$ cat src/rtl/remap_pkg.sv
package remap_pkg;

  typedef enum logic [1:0] {
    ST_IDLE,
    ST_SEEK,
    ST_RUN
  } remapState_t;

  // strobes from control to datapath
  typedef struct packed {
    logic clear;    // counters back to element 0
    logic advance;  // move one element along
  } remapStrobe_t;

endpackage

$ cat src/rtl/remap_ctrl.sv
module remap_ctrl
  import remap_pkg::*;
#(
  parameter int ELEM_W = 7
) (
  input  logic              clk,
  input  logic              rstN,
  input  logic              cfgLoad,
  input  logic              start,
  input  logic              step,
  input  logic              restart,
  input  logic [ELEM_W-1:0] restartIdx,
  output remapStrobe_t      strobe,
  output logic              valid
);

  remapState_t       state;
  logic [ELEM_W-1:0] seekLeft;

  always_ff @(posedge clk or negedge rstN) begin
    if (!rstN) begin
      state    <= ST_IDLE;
      seekLeft <= '0;
    end else if (cfgLoad) begin
      state <= ST_IDLE;
    end else if (restart) begin
      seekLeft <= restartIdx;
      state    <= (restartIdx == '0) ? ST_RUN : ST_SEEK;
    end else if (start) begin
      state <= ST_RUN;
    end else if (state == ST_SEEK) begin
      seekLeft <= seekLeft - 1'b1;
      if (seekLeft == ELEM_W'(1)) state <= ST_RUN;
    end
  end

  always_comb begin
    strobe.clear   = cfgLoad | restart | start;
    strobe.advance = !strobe.clear &&
                     ((state == ST_SEEK) || (state == ST_RUN && step));
  end

  assign valid = (state == ST_RUN);

endmodule

$ cat src/rtl/remap_datapath.sv
module remap_datapath
  import remap_pkg::*;
#(
  parameter int DIM_W     = 5,
  parameter int ELEM_W    = 7,
  parameter int REG_COUNT = 128,
  localparam int OFF_W    = 3 * DIM_W + 1
) (
  input  logic              clk,
  input  logic              rstN,
  input  logic              cfgLoad,
  input  logic [DIM_W-1:0]  cfgXdim,
  input  logic [DIM_W-1:0]  cfgYdim,
  input  logic [DIM_W-1:0]  cfgZdim,
  input  logic [2:0]        cfgPerm,
  input  logic [ELEM_W-1:0] cfgBase,
  input  remapStrobe_t      strobe,
  output logic [OFF_W-1:0]  offset,
  output logic              overRange
);

  localparam int AXES = 3;

  logic [DIM_W-1:0]  dimM1   [AXES];
  logic [DIM_W-1:0]  cnt     [AXES];
  logic [DIM_W-1:0]  nextCnt [AXES];
  logic [1:0]        order   [AXES];
  logic [2:0]        perm;
  logic [ELEM_W-1:0] base;
  logic [OFF_W-1:0]  size    [AXES];
  logic [OFF_W-1:0]  weight  [AXES];
  logic [OFF_W-1:0]  term    [AXES];

  always_ff @(posedge clk or negedge rstN) begin
    if (!rstN) begin
      for (int a = 0; a < AXES; a++) dimM1[a] <= '0;
      perm <= '0;
      base <= '0;
    end else if (cfgLoad) begin
      dimM1[0] <= cfgXdim;
      dimM1[1] <= cfgYdim;
      dimM1[2] <= cfgZdim;
      perm     <= cfgPerm;
      base     <= cfgBase;
    end
  end

  // axis order, fastest first
  always_comb begin
    case (perm)
      3'd1:    order = '{2'd0, 2'd2, 2'd1};
      3'd2:    order = '{2'd1, 2'd0, 2'd2};
      3'd3:    order = '{2'd1, 2'd2, 2'd0};
      3'd4:    order = '{2'd2, 2'd0, 2'd1};
      3'd5:    order = '{2'd2, 2'd1, 2'd0};
      default: order = '{2'd0, 2'd1, 2'd2};
    endcase
  end

  // ripple carry through the nested counters
  always_comb begin
    logic carry;
    carry = 1'b1;
    for (int a = 0; a < AXES; a++) nextCnt[a] = cnt[a];
    for (int lvl = 0; lvl < AXES; lvl++) begin
      if (carry) begin
        if (cnt[order[lvl]] == dimM1[order[lvl]]) begin
          nextCnt[order[lvl]] = '0;
        end else begin
          nextCnt[order[lvl]] = cnt[order[lvl]] + 1'b1;
          carry = 1'b0;
        end
      end
    end
  end

  always_ff @(posedge clk or negedge rstN) begin
    if (!rstN) begin
      for (int a = 0; a < AXES; a++) cnt[a] <= '0;
    end else if (strobe.clear) begin
      for (int a = 0; a < AXES; a++) cnt[a] <= '0;
    end else if (strobe.advance) begin
      for (int a = 0; a < AXES; a++) cnt[a] <= nextCnt[a];
    end
  end

  // per-axis stride and weighted term
  for (genvar a = 0; a < AXES; a++) begin : g_axis
    assign size[a] = OFF_W'(dimM1[a]) + OFF_W'(1);
    if (a == 0) begin : g_unit
      assign weight[a] = OFF_W'(1);
    end else if (a == 1) begin : g_row
      assign weight[a] = size[0];
    end else begin : g_plane
      assign weight[a] = size[0] * size[1];
    end
    assign term[a] = OFF_W'(cnt[a]) * weight[a];
  end

  assign offset    = OFF_W'(base) + term[0] + term[1] + term[2];
  assign overRange = (offset >= OFF_W'(REG_COUNT));

endmodule

$ cat src/rtl/remap_index_gen.sv
module remap_index_gen
  import remap_pkg::*;
#(
  parameter int DIM_W     = 5,
  parameter int ELEM_W    = 7,
  parameter int REG_COUNT = 128,
  localparam int OFF_W    = 3 * DIM_W + 1
) (
  input  logic              clk,
  input  logic              rstN,
  input  logic              cfgLoad,
  input  logic [DIM_W-1:0]  cfgXdim,
  input  logic [DIM_W-1:0]  cfgYdim,
  input  logic [DIM_W-1:0]  cfgZdim,
  input  logic [2:0]        cfgPerm,
  input  logic [ELEM_W-1:0] cfgBase,
  input  logic              start,
  input  logic              step,
  input  logic              restart,
  input  logic [ELEM_W-1:0] restartIdx,
  output logic [OFF_W-1:0]  offset,
  output logic              valid,
  output logic              rangeErr
);

  remapStrobe_t strobe;
  logic         overRange;

  remap_ctrl #(.ELEM_W(ELEM_W)) i_ctrl (
    .clk(clk), .rstN(rstN), .cfgLoad(cfgLoad), .start(start), .step(step),
    .restart(restart), .restartIdx(restartIdx), .strobe(strobe), .valid(valid)
  );

  remap_datapath #(.DIM_W(DIM_W), .ELEM_W(ELEM_W), .REG_COUNT(REG_COUNT)) i_dp (
    .clk(clk), .rstN(rstN), .cfgLoad(cfgLoad), .cfgXdim(cfgXdim),
    .cfgYdim(cfgYdim), .cfgZdim(cfgZdim), .cfgPerm(cfgPerm), .cfgBase(cfgBase),
    .strobe(strobe), .offset(offset), .overRange(overRange)
  );

  assign rangeErr = valid & overRange;

endmodule

$ cat config.mk
export PLATFORM = sky130hd
export DESIGN_NAME = remap_index_gen
export DESIGN_NICKNAME = d
export VERILOG_FILES = /design/src/rtl/remap_pkg.sv /design/src/rtl/remap_ctrl.sv /design/src/rtl/remap_datapath.sv /design/src/rtl/remap_index_gen.sv
export SDC_FILE = /design/constraint.sdc
export NUM_CORES = 1
export LEC_CHECK = 0
export ABC_CLOCK_PERIOD_IN_PS = 9900
export BUFFER_PORTS_ARGS = -buffer_cell sky130_fd_sc_hd__buf_4
export CAP_MARGIN = 20
export CORE_AREA = 8 8 198 200
export DETAILED_ROUTE_END_ITERATION = 10
export DIE_AREA = 0 0 206 208
export GPL_ROUTABILITY_DRIVEN = 0
export RECOVER_POWER = 100
export SLEW_MARGIN = 10
export SYNTH_ARGS = -nofsm -noshare
export SYNTH_HDL_FRONTEND = slang
export SYNTH_SLANG_ARGS = --single-unit
$ cat constraint.sdc
create_clock -name clk -period 9.9 [get_ports clk]
set_input_delay 0.99 -clock clk [delete_from_list [all_inputs] [get_ports clk]]
set_output_delay 0.99 -clock clk [all_outputs]
set_load 0.05 [all_outputs]
==> qor.yml <==
status:
  outcome: "complete, but fails checks"
  violations: "capacitance limit, slew limit"
finish:
  n_antenna_cell: 0
  drive_above_1_share_pct: 20.12
  fillerInstances: 3870
  utilization_pct: 29.83
  synthToLayoutAreaGrowth_pct: 20.81
  finalNonFillerCells: 1601
  nets: 1341
  stdcell_area_sq_um: 10760
global_route:
  grt_usage_pct: 12.25
  grt_first_pass_wirelength_mm: 42.28
  grt_overflow: 0
  grt_pass1_vias: 7954
  antenna_found_initial: 1
  grt_max_degree: 50
sta:
  period_minus_slack_ps: 9879
  slew_headroom_pct: -84.97
  finalSetupViolCount: 0
  fin_skew_ps: 6.606
  finalHoldViolCount: 0
  tightestPinTransition_ps: 2775
  slew_viol_final: 87
  fmax_mhz: 101.2
  setup_ws_ps: 20.99
  finalCritPeriodShare_pct: 99.79
  grt_setup_unrepaired: "yes"
  hold-worst-slack_ps: 520.7
floorplan:
  dieArea_sq_um: 42850
  rows: 70
  start_util_pct: 24.69
  die_h_microns: 208
  io_pins: 56
  coreArea_sq_um: 36080
  dieWidth_microns: 206
yosys:
  synth_flop_cell: "dfrtp_1"
  syn_area_sq_um: 8910
  synthCells: 1054
  synthTopCellsByCount: "inv_1, nand2_1, fa_1, ha_1, nor2_1"
  syn-mean-instance-area_sq_um: 8.453
  synth_area_leaders: "fa_1, dfrtp_1, ha_1"
  async_flop_share_pct: 100.0
  ys_ff_latch: 49
  synth_warnings: 0
  synth_top_area_cell: "fa_1"
  synth.most_common_cell: "inv_1"
  synth_edf_count: 0
  synth_top_area_share_pct: 19.32
  ys_seq_area_share_pct: 13.76
  synth_cell_type_count: 73
  syn_nets: 1263
worst_setup_path:
  slowest_delay_ps: 580
  crit_path_start_kind: "flip-flop"
  critPathSlowestCell: "fa_1"
  crit_arrival_ps: 8890
  worst_ep_required_time_ps: 8910
  cp_max_fo: 4
  path_class: "flip-flop to output port"
  critPathMostFrequentCell: "fa_1"
  rrSetupSlack_ps: 5100
  endpoint_kind: "output port"
route:
  avgViaCountPerCell: 4.881
  wl_per_cell_microns: 16.75
  routed_wl_mm: 26.82
  ant_nets: 0
  first_pass_iters: 5
  drt-initial-drc-count: 608
  drc: 0
  vias: 7815
place:
  dp_hpwl_mm: 21.16
  io_buffers: 55
  place_area_sq_um: 10130
  pre_cts_slack_ps: -115.8
  dp_cells: 1573
power:
  p_leak_nw: 4.865
  peakVddDrop_v: 0.00007112
  p_per_area_nw_per_um2: 110.8
cts:
  worstSkewPairLatency_ps: 310
  cts.sinks: 49
  cts_made_buffers: 5
  clk_pin_slew_worst_paths_ps: 70
  cts_tree: "done"
  cts_root_buf: "clkbuf_16"
  clk_path_buf_depth: 2
  h-tree-depth: 2
min_path:
  hp-class: "flip-flop to flip-flop"
run:
  maxCapViolCount: 2
## cells by family after synthesis
| family | share of synthesized area [%] |
|---|---|
| AOI/OAI and AO/OA | 16.54 |
| DFF | 13.76 |
| xor gates and xnor gates | 6.137 |
| adders and majority gates | 31.26 |
| muxes | 4.311 |
| and+or+nand+nor | 18.94 |
| buffers and inverters | 9.044 |
## power breakdown
part / total [W] / internal, W / leakage (nW) / switching (W)
registers: 0.000245 / 0.000217 / 0.609 / 0.0000278
logic: 0.000762 / 0.000341 / 4.18 / 0.000421
clock network: 0.000185 / 0.0000970 / 0.0763 / 0.0000882
## placed cells by master (no fill, tap or decap), types with 6 or more instances in the layout
cell and count:
a22oi_1 6, nor4b_1 6, a21oi_1 36, a2bb2oi_1 6
nor2_1 60, nand2b_1 11, nor2b_1 14, and2_1 54
o21ai_0 31, nor3b_1 6, xor2_1 12, o21ai_1 7
xnor2_1 38, buf_4 119, a32o_1 6, ha_1 70
a31oi_1 11, nor3_1 13, inv_1 132, mux2_2 18
a211oi_1 13, nand3_1 24, ha_4 11, o221ai_1 9
dfrtp_1 44, inv_2 8, nand2_1 93, buf_6 7
a21o_1 12, o211a_1 6, mux2i_1 17, o22ai_1 12
fa_1 85
## final timing paths
kind                       depth (start not counted)           from             end
max in group asynchronous                          1           rstN  i_dp.dimM1[14]
min in group asynchronous                          1           rstN   i_dp.dimM1[3]
hold / removal                                     1   i_dp.base[4]    i_dp.base[4]
hold reg to reg                                    1   i_dp.base[4]    i_dp.base[4]
setup / recovery                                  33  i_dp.dimM1[6]        rangeErr
setup reg to reg                                  11   i_dp.perm[1]     i_dp.cnt[9]
## registers in the layout (all words and copies together), names as in the netlist
register	flops
i_ctrl.seekLeft	7
i_dp.perm	3
i_dp.cnt	15
i_ctrl.state	2
i_dp.dimM1	15
i_dp.base	7
## layout make-up
cell class	instances	area (sq um)	share of cell area, %
multi-input cells	805	7261	67.45
well taps	468	585.6	5.440
repair buffers	130	998.5	9.276
clock buffers	5	125.1	1.162
clock inverters	3	28.78	0.2673
inverters	141	533.0	4.952
flip-flops and latches	49	1232	11.45
## through the flow
stage	total power, W	setup TNS, ps
floorplan	0.0006824	0
finish	0.001192	0
detailed placement	0.0009271	-115.8
global route	0.001282	-277.5
CTS	0.001175	0
global placement	0.0009220	0
## worst max-delay path: cells and delay by family, from the launching register on
| family | cells | cell delay (ps) |
|---|---|---|
| adders and majority gates | 11 | 4220 |
| and+or+nand+nor | 9 | 1750 |
| AOI/OAI and AO/OA | 4 | 1160 |
| xor gates and xnor gates | 3 | 540 |
| buffers and inverters | 6 | 500 |
| DFF | 1 | 400 |
## layer usage
metal  GRT usage, %  up-vias  routed length (microns)
met1          16.11     3840                    11710
li1               -     3721                        -
met5              0        -                        0
met2          20.98      222                    13240
met3          1.600       32                     1474
met4          2.766        0                      396
## repair_timing
item / 4_1_cts / 5_1_grt
setup buffers: 18 / 3
endpoints found under the setup margin: 1 / 1
gates resized for setup: 42 / 24
pin swaps: 43 / 31
endpoints found under the hold margin: 0 / 0
hold buffers: 0 / 0
Note: power is estimated with default switching activity, not from simulation.
